### config.mk
export PLATFORM = sky130hd
export DESIGN_NAME = bitfield_mover
export DESIGN_NICKNAME = d
export VERILOG_FILES = /design/src/rtl/bfmv_pkg.sv /design/src/rtl/bfmv_decode.sv /design/src/rtl/bfmv_mask_gen.sv /design/src/rtl/bfmv_lane.sv /design/src/rtl/bitfield_mover.sv
export SDC_FILE = /design/constraint.sdc
export NUM_CORES = 1
export LEC_CHECK = 0
export BUFFER_PORTS_ARGS = -buffer_cell sky130_fd_sc_hd__buf_4
export CAP_MARGIN = 20
export CORE_UTILIZATION = 36
export CTS_BUF_LIST = sky130_fd_sc_hd__clkbuf_4 sky130_fd_sc_hd__clkbuf_8
export DETAILED_ROUTE_END_ITERATION = 10
export SYNTH_ARGS = -nofsm -noshare
export SYNTH_HDL_FRONTEND = slang
export SYNTH_SLANG_ARGS = --single-unit
### constraint.sdc
create_clock -name clk -period 4.75 [get_ports clk]
set_input_delay 0 -clock clk [delete_from_list [all_inputs] [get_ports clk]]
set_output_delay 0 -clock clk [all_outputs]
set_load 0.02 [all_outputs]
### src/rtl/bfmv_pkg.sv
package bfmv_pkg;

    localparam int XLEN     = 64;
    localparam int HLEN     = 32;
    localparam int IWIDTH   = 32;
    localparam int IMMW     = $clog2(XLEN);
    localparam int NUM_LANE = 2;

    localparam logic [5:0] FIXED_OPCODE = 6'b100110;

    typedef enum logic [1:0] {
        MV_SIGNED   = 2'b00,
        MV_INSERT   = 2'b01,
        MV_UNSIGNED = 2'b10,
        MV_RSVD     = 2'b11
    } mv_kind_e;

    // Instruction word view, most significant field first.
    typedef struct packed {
        logic            wide;
        mv_kind_e        kind;
        logic [5:0]      fixed;
        logic            mode;
        logic [IMMW-1:0] rot;
        logic [IMMW-1:0] top_idx;
        logic [9:0]      regs;
    } instr_fields_t;

    typedef struct packed {
        logic            wide;
        logic            zero_bg;
        logic            sign_top;
        logic            illegal;
        logic [IMMW-1:0] rot;
        logic [IMMW-1:0] top_idx;
    } mv_ctrl_t;

    // Lane width for a given lane index: lane 0 full width, lane 1 half.
    function automatic int lane_width(input int g);
        return (g == 0) ? XLEN : HLEN;
    endfunction

endpackage

### src/rtl/bfmv_decode.sv
module bfmv_decode
    import bfmv_pkg::*;
(
    input  logic [IWIDTH-1:0] instr,
    output mv_ctrl_t          ctrl
);

    instr_fields_t f;
    logic bad_fixed;
    logic bad_kind;
    logic bad_width;

    assign f = instr_fields_t'(instr);

    always_comb begin
        bad_fixed = (f.fixed != FIXED_OPCODE);
        bad_kind  = (f.kind == MV_RSVD);
        if (f.wide) begin
            bad_width = !f.mode;
        end else begin
            bad_width = f.mode | f.rot[IMMW-1] | f.top_idx[IMMW-1];
        end
    end

    always_comb begin
        ctrl.wide     = f.wide;
        ctrl.zero_bg  = (f.kind != MV_INSERT);
        ctrl.sign_top = (f.kind == MV_SIGNED);
        ctrl.illegal  = bad_fixed | bad_kind | bad_width;
        ctrl.rot      = f.rot;
        ctrl.top_idx  = f.top_idx;
    end

endmodule

### src/rtl/bfmv_mask_gen.sv
module bfmv_mask_gen #(
    parameter int W = 64
) (
    input  logic [$clog2(W)-1:0] rot,
    input  logic [$clog2(W)-1:0] top_idx,
    output logic [W-1:0]         wmask,
    output logic [W-1:0]         tmask
);

    localparam int AW = $clog2(W);
    localparam logic [W-1:0] SEED = {{(W-1){1'b1}}, 1'b0};

    logic [W-1:0]   welem;
    logic [2*W-1:0] wdouble;
    logic [AW-1:0]  span;

    // Ones(top_idx+1): shifting the seed by k leaves bits 0..k clear.
    assign welem   = ~(SEED << top_idx);
    assign wdouble = {welem, welem} >> rot;
    assign wmask   = wdouble[W-1:0];

    // Field span modulo the lane width; AW-bit arithmetic wraps naturally.
    assign span  = top_idx - rot;
    assign tmask = ~(SEED << span);

endmodule

### src/rtl/bfmv_lane.sv
module bfmv_lane #(
    parameter int W = 64
) (
    input  logic [$clog2(W)-1:0] rot,
    input  logic [$clog2(W)-1:0] top_idx,
    input  logic                 zero_bg,
    input  logic                 sign_top,
    input  logic [W-1:0]         src,
    input  logic [W-1:0]         dst,
    output logic [W-1:0]         res
);

    logic [W-1:0]   wmask;
    logic [W-1:0]   tmask;
    logic [2*W-1:0] rdouble;
    logic [W-1:0]   rotated;
    logic [W-1:0]   bg;
    logic [W-1:0]   bot;
    logic [W-1:0]   top;

    bfmv_mask_gen #(.W(W)) i_masks (
        .rot     (rot),
        .top_idx (top_idx),
        .wmask   (wmask),
        .tmask   (tmask)
    );

    assign rdouble = {src, src} >> rot;
    assign rotated = rdouble[W-1:0];

    always_comb begin
        bg  = zero_bg ? '0 : dst;
        bot = (bg & ~wmask) | (rotated & wmask);
        top = sign_top ? {W{src[top_idx]}} : bg;
        res = (top & ~tmask) | (bot & tmask);
    end

endmodule

### src/rtl/bitfield_mover.sv
module bitfield_mover
    import bfmv_pkg::*;
(
    input  logic              clk,
    input  logic              rst,
    input  logic              in_valid,
    input  logic [IWIDTH-1:0] instr,
    input  logic [XLEN-1:0]   src_in,
    input  logic [XLEN-1:0]   dest_in,
    output logic              out_valid,
    output logic [XLEN-1:0]   result,
    output logic              undef
);

    mv_ctrl_t        ctrl;
    logic [XLEN-1:0] lane_res [NUM_LANE];
    logic [XLEN-1:0] next_result;

    bfmv_decode i_decode (
        .instr (instr),
        .ctrl  (ctrl)
    );

    for (genvar g = 0; g < NUM_LANE; g++) begin : g_lane
        localparam int W  = lane_width(g);
        localparam int AW = $clog2(W);
        logic [W-1:0] res_w;

        bfmv_lane #(.W(W)) i_lane (
            .rot      (ctrl.rot[AW-1:0]),
            .top_idx  (ctrl.top_idx[AW-1:0]),
            .zero_bg  (ctrl.zero_bg),
            .sign_top (ctrl.sign_top),
            .src      (src_in[W-1:0]),
            .dst      (dest_in[W-1:0]),
            .res      (res_w)
        );

        assign lane_res[g] = XLEN'(res_w);
    end

    always_comb begin
        if (ctrl.illegal) begin
            next_result = '0;
        end else if (ctrl.wide) begin
            next_result = lane_res[0];
        end else begin
            next_result = lane_res[1];
        end
    end

    always_ff @(posedge clk) begin
        if (rst) begin
            out_valid <= 1'b0;
            result    <= '0;
            undef     <= 1'b0;
        end else begin
            out_valid <= in_valid;
            if (in_valid) begin
                result <= next_result;
                undef  <= ctrl.illegal;
            end
        end
    end

endmodule

==> summary.txt, run 1 <==
Outcome
  – Outcome: finished clean

Cells and area
  – Commonest non-fill, non-tap cell in the layout: nand2_1
  – Storage cell area: around 1300 um2
  – Syn-to-layout area delta: 16.31%
  – Share of post-route cells with drive strength above 1: 0.2215
  – Final net count: ~2700
  – Final cell count without fillers: approximately 3100
  – FILL cells: 4774
  – Commonest cells after routing, fill and taps aside: nand2_1, buf_4, nor2_1
  – Area occupied by multi-input gates: 14300 um2

Power and ir drop
  – VDD IR max: 0.0001571 V
  – Power, Total: 4.019 mW
  – Power per cell area: 207.1 nW/um2
  – LEAKAGE: 7.355 nW

Place
  – PortBufs: about 220
  – Cell count after placement: just over 3000
  – GPL Wtd Cong: around 1.0
  – Setup Slack @ Placement: 0.9383 ns
  – Dpl hpwl: 83.39 mm

Hold path
  – Hold path start: dest_in[52]
  – Hold crit path type: input pin to register

Timing
  – Clock skew: 0 ns
  – Slew at the pin closest to its max-slew limit: approximately 1.2 ns
  – Final setup viols: 0
  – Setup TNS: 0 ns
  – Final period util: 0.7425
  – Final hold viol count: 0
  – Slew HR: 0.2181
  – Unrepaired setup endpoints after global routing: no
  – Hold_ws: 0.01898 ns
  – Tmin final: 3.527 ns
  – F_max: 283.6 MHz
  – Final WS setup: 1.223 ns
  – Fin. max-slew vios: 0

Worst setup path
  – Critical path type: input pin to register
  – Worst Setup SP: instr[10]
  – Critical Path RT: ~5.0 ns
  – Cell family with most CP delay: compound AO/OA/AOI/OAI gates
  – Critical path peak fanout: 40
  – Largest stage delay, worst path: 0.51 ns
  – Crit path cell chain: buf_4, inv_1, ha_1, fa_1, nand2b_1, a21oi_1, xor2_1, buf_4, nand2_1, a21oi_1, nand2_1, a311oi_1, o41ai_1
  – WP buf/inv: 3
  – Startpoint class of the critical path: input pin
  – CP Capture Type: register
  – CP max-delay cell: nand2_1
  – WP data arrival: between 3 and 4 ns
  – R2R Path Start: result[28]

Synthesis
  – FFs w/ async S/R, synth: 0
  – Synth top area share: 0.1215
  – Yosys cell types: about 110
  – Post-synthesis area per instance: between 7 and 8 um2
  – Sequential element share of the synthesized area: 0.07917
  – Mapped Cells: roughly 2400
  – Synth area leader: mux4_2
  – Mapped cell area: 16690 um2
  – Number of synthesized register bits: 66
  – Syn_nets: 2542
  – Largest cells by area after synthesis: mux4_2, nand2_1, dfxtp_1, mux2i_1, o21ai_0
  – YS warnings: 0
  – Post-synth EDFFs: 0
  – Main synth FF type: dfxtp_1

Floorplan
  – # rows: 78
  – Die Y: around 220 um
  – Ports: 229
  – Die span in x: 217.3 um
  – Die Area: 47220 um2
  – Area of the core: 45580 um2
  – Starting Density: 0.3662

Detailed routing
  – Detailed Route WL: 107.2 mm
  – Antenna-violating nets left: 0
  – Wirelength per Cell: 34.32 um
  – Pre-Repair DR Iteration Count: 7
  – DRC violations left: 0
  – Via Count: between 20000 and 25000
  – Initial DRC count: 3613
  – Vias per inst: 7.194

Global routing
  – Initial antenna violation count: 2
  – First-pass GRT wire length: 151.4 mm
  – Maximum number of pins on one net before global-route repair: 111
  – Vias in the first global route: 20370
  – Overflow after GRT: 0
  – Global Route Usage Sum: 0.4430

CTS
  – Post-CTS Hold Buffers: 13
  – CTS tree: yes
  – Reg clk slew, reported paths: roughly 0.09 ns
  – Clk_lat worst skew: between 0.4 and 0.5 ns
  – CTS Root Cell: clkbuf_8
  – H-Tree Depth: 3
  – TritonCTS Buffers: 9
  – # resized after CTS: 0
  – Longest Clk Path Bufs: 2
  – Clock sinks: 66
  – Post-CTS Setup Bufs: 0

Run
  – Max-Cap Viols: 0
[final timing paths]
| kind | end | slack [ns] | cells past startpoint |
|---|---|---|---|
| min | result[52] | 0.02 | 4 |
| max reg2reg | result[28] | 3.35 | 4 |
| max | result[51] | 1.22 | 13 |
| min reg2reg | result[45] | 0.45 | 2 |
[cell families after synthesis]
logic type,count (synthesis),share of synthesized area
AOI/OAI and AO/OA,890,0.3754
DFF,66,0.07917
xor gates and xnor gates,7,0.003674
and+or+nand+nor,925,0.2584
muxes,233,0.2111
buffers and inverters,243,0.06553
adders and majority gates,9,0.006748
[registers in the layout (all words and copies together) (netlist names)]
name,cells
result,64
out_valid,1
undef,1
[stage by stage]
step,area (um2),utilization
6_report,19410,0.4259
3_3_place_gp,19030,0.4174
3_5_place_dp,19040,0.4177
4_1_cts,19390,0.4254
5_1_grt,19400,0.4256
2_1_floorplan,16690,-
[synth_stat cells, types with 15 or more instances]
cell / instances
nor4_1: 16
a311oi_1: 23
nand2b_1: 21
mux2_2: 50
a31oi_1: 62
mux2i_1: 92
mux4_2: 90
nand3_1: 66
a21o_1: 16
a211oi_1: 38
nand4_1: 16
buf_1: 30
o21ai_0: 179
a22oi_1: 19
o22ai_1: 20
nor2_1: 196
dfxtp_1: 66
o211ai_1: 52
a22o_1: 18
o2111ai_1: 15
or3_1: 23
nor3_1: 57
o311ai_0: 15
or2_2: 16
a221oi_1: 23
o21a_1: 15
a21oi_1: 152
and2_1: 33
inv_1: 19
nor2b_1: 22
and3_1: 21
nand2_1: 382
buf_2: 57
clkbuf_1: 114
a32oi_1: 17
o31ai_1: 27
[tightest hold or removal path: stages]
cell,delay (ns)
buf_4,0.09
nand2_1,0.04
a31oi_1,0.15
a22o_1,0.13
[metal layers]
| layer | part of all wire | routed length (um) | GRT usage | vias to the layer above |
|---|---|---|---|---|
| met5 | 0 | 0 | 0 | - |
| met4 | 0.059 | 6349 | 0.2373 | 0 |
| met2 | 0.40 | 43410 | 0.6279 | 1699 |
| met3 | 0.12 | 13350 | 0.1229 | 274 |
| li1 | - | - | - | 9600 |
| met1 | 0.41 | 44110 | 0.6026 | 10900 |
[report_power, final]
part	internal (mW)	switching, mW
registers	0.554	0.000798
logic	0.930	1.92
clock network	0.314	0.304
[cell type report]
cell class	count	area share
flip-flops and latches	66	0.06807
repair buffers	350	0.1398
diodes	5	0.0006446
clock inverters	5	0.003997
clock buffers	11	0.007478
inverters	23	0.004577
multi-input cells	2064	0.7367
well taps	600	0.03868
Power figures use the tool's default switching activity.
==> run 2: changes to the inputs <==
Clock period 4.75 ns to 3.57 ns, I/O delays scaled along.
==> run 2 against run 1 <==
Compared with the run above: via count rose by 2.9%; global-route usage fell by 1.2 points; combinational power rose by 38%; hold slack improved by 0.018 ns; sequential share of layout area fell by 0.23 points; critical endpoint is now result[6]; sequential power rose by 33%.
==> summary.txt, run 2 (synthesis gave the netlist of run 1 again) <==
Detailed routing
  – DRC violations left: 0 (unchanged)
  – Detailed Route WL: 105.3 mm (-1.8%)
  – Antenna-violating nets left: 0 (unchanged)
  – Wirelength per Cell: 32.99 um (-3.9%)
  – Initial DRC count: 3525 (-2.4%)
  – Vias per inst: 7.246 (+0.72%)
  – Pre-Repair DR Iteration Count: 6 (-1)
  – Via Count: 23120 (+2.9%)

CTS
  – Clock sinks: 66 (unchanged)
  – CTS Root Cell: clkbuf_8
  – CTS tree: yes
  – TritonCTS Buffers: 9 (unchanged)
  – Post-CTS Setup Bufs: 0 (unchanged)
  – Longest Clk Path Bufs: 2 (unchanged)
  – Clk_lat worst skew: 0.43 ns (+0.02 ns)
  – H-Tree Depth: 3 (unchanged)
  – Reg clk slew, reported paths: 0.08 ns (about the same)

Floorplan
  – # rows: 78 (unchanged)
  – Die Area: 47220 um2 (unchanged)
  – Die span in x: 217.3 um (unchanged)
  – Die Y: 217.3 um (unchanged)
  – Area of the core: 45580 um2 (unchanged)
  – Ports: 229 (unchanged)
  – Starting Density: 0.3662 (unchanged)

Power and ir drop
  – LEAKAGE: 7.759 nW (+5.5%)
  – Sw Pwr: 2.943 mW (+33%)
  – Sw Share: 0.5424 (-0.01001)
  – Combinational fraction of design power: 0.723 (+0.015)
  – Power per cell area: 270.1 nW/um2 (+30%)
  – Clk pwr share: 0.141 (-0.013)
  – Internal: 2.483 mW (+38%)
  – Sequential fraction of design power: 0.136 (-0.002)
  – VDD IR max: 0.0001770 V (+13%)

Cells and area
  – Final net count: 2756 (+2.7%)
  – Post-Layout Inst Area: 20090 um2 (+3.5%)
  – Largest Register: result
  – Largest register FFs: 64 (unchanged)
  – Ant. Diodes: 0 (-5)
  – Share of post-route cells with drive strength above 1: 0.2416 (+0.02009)
  – Commonest non-fill, non-tap cell in the layout: buf_4
  – Top flop regs: result: 64 flops, out_valid: 1 flops, undef: 1 flops
  – Syn-to-layout area delta: 20.39%
  – Commonest cells after routing, fill and taps aside: buf_4, nand2_1, nor2_1

Timing
  – Slew at the pin closest to its max-slew limit: 1.131 ns (-0.02946 ns)
  – Setup TNS: 0 ns (unchanged)
  – F_max: 313.8 MHz
  – Tmin final: 3.187 ns
  – Unrepaired setup endpoints after global routing: no
  – Fin. max-slew vios: 0 (unchanged)
  – Slew HR: 0.2380 (+0.01985)
  – Clock skew: 0 ns (unchanged)
  – Final setup viols: 0 (unchanged)
  – Final period util: 0.8926
  – Final hold viol count: 0 (unchanged)

Global routing
  – Overflow after GRT: 0 (unchanged)
  – Global Route Usage Sum: 0.4307 (-0.01231)
  – Initial antenna violation count: 4 (+2)
  – Vias in the first global route: 20720 (+1.7%)
  – First-pass GRT wire length: 149.0 mm (-1.6%)
  – Maximum number of pins on one net before global-route repair: 175 (+58%)

Hold path
  – Hold crit path type: input pin to register

Worst setup path
  – R2r worst-path depth: 4 (unchanged)
  – Worst Setup SP: instr[16]
  – WP data arrival: 3.51 ns (-0.29 ns)
  – Critical path peak fanout: 23 (-43%)
  – Flop2flop setup slack: 2.19 ns (-1.16 ns)
  – Critical Path RT: 3.89 ns (-1.14 ns)
  – CP Capture Type: register
  – R2R Path Start: result[28]
  – RR Endpoint: result[28]
  – Startpoint class of the critical path: input pin
  – Crit path to: result[6]
  – Critical path type: input pin to register

Run
  – Max-Cap Viols: 0 (unchanged)

Outcome
  – Outcome: finished clean

Place
  – PortBufs: 218 (unchanged)
  – Dpl hpwl: 82.26 mm (-1.4%)
  – Placed Instance Area: 19730 um2 (+3.7%)
  – GPL Wtd Cong: 1.088 (+5.3%)
==> run 2: cell count changes in the layout (fill, tap and decap cells not counted), moves of 2 or more <==
cell | before | now
nor2_1 | 193 | 195
clkbuf_8 | 10 | 12
buf_12 | 4 | 17
diode_2 | 5 | 0
nor2_2 | 2 | 0
buf_4 | 332 | 391
dlygate4sd3_1 | 13 | 15
==> run 2: critical path: stages <==
cell and delay, ns:
buf_4 0.21, ha_1 0.25, fa_1 0.44, nand2b_1 0.17, a21oi_1 0.52, xnor2_1 0.25, nand2_1 0.43, nor3_1 0.67
a211oi_1 0.12, nand2_1 0.10, a41oi_1 0.11, o31ai_1 0.23
==> run 2: area by class of cell <==
cell class | count | area, um2
Clock buffer | 13 | 172.7
Timing Repair Buffer | 423 | 3426
Tap cell | 600 | 750.7
Inverter | 23 | 88.84
Fill cell | 4737 | 25490
Multi-Input combinational cell | 2064 | 14300
Sequential cell | 66 | 1321
Clock inverter | 2 | 35.03
==> run 2: routing by layer <==
metal  vias to the layer above  track usage  part of all wire
li1                       9724            -                 -
met1                     11130       0.5783              0.40
met2                      1924       0.6115              0.40
met3                       343       0.1282              0.14
met4                         4       0.2345             0.062
met5                         -            0           0.00029
==> run 2: repair_timing <==
item,in CTS,in global routing
hold endpoints to repair,16,0
resized for setup,0,0
hold buffers,15,0
==> run 2: worst min-delay path by stage <==
| stage | startpoint | end | slack (ns) | cells after the start |
|---|---|---|---|---|
| after floorplan | dest_in[17] | result[17] | 0.21 | 2 |
| after global placement | dest_in[17] | result[17] | 0.34 | 3 |
| after detailed placement | dest_in[17] | result[17] | 0.35 | 3 |
| after CTS | dest_in[49] | result[49] | 0.02 | 4 |
| after global routing | dest_in[50] | result[50] | 0.06 | 4 |
| final | dest_in[49] | result[49] | 0.04 | 4 |
==> run 2: metrics by stage <==
stage	utilization	setup WS, ns	std cells	hold slack, ns	power, mW
floorplan	-	0.01281	2373	0.2106	2.859
global placement	0.4330	0.2066	3161	0.3441	4.418
detailed placement	0.4330	0.1425	3161	0.3465	4.433
CTS	0.4408	0.5986	3191	0.02238	5.212
global route	0.4408	0.2738	3191	0.05637	5.556
finish	0.4408	0.3833	3191	0.03671	5.426
==> run 2: power by group through the flow <==
stage / registers, mW / logic, mW / clock network [mW]
after global routing: 0.739 / 4.02 / 0.795
final: 0.738 / 3.92 / 0.766
after CTS: 0.738 / 3.71 / 0.768
after global placement: 0.756 / 3.66 / 0
after detailed placement: 0.756 / 3.68 / 0
after floorplan: 0.758 / 2.10 / 0
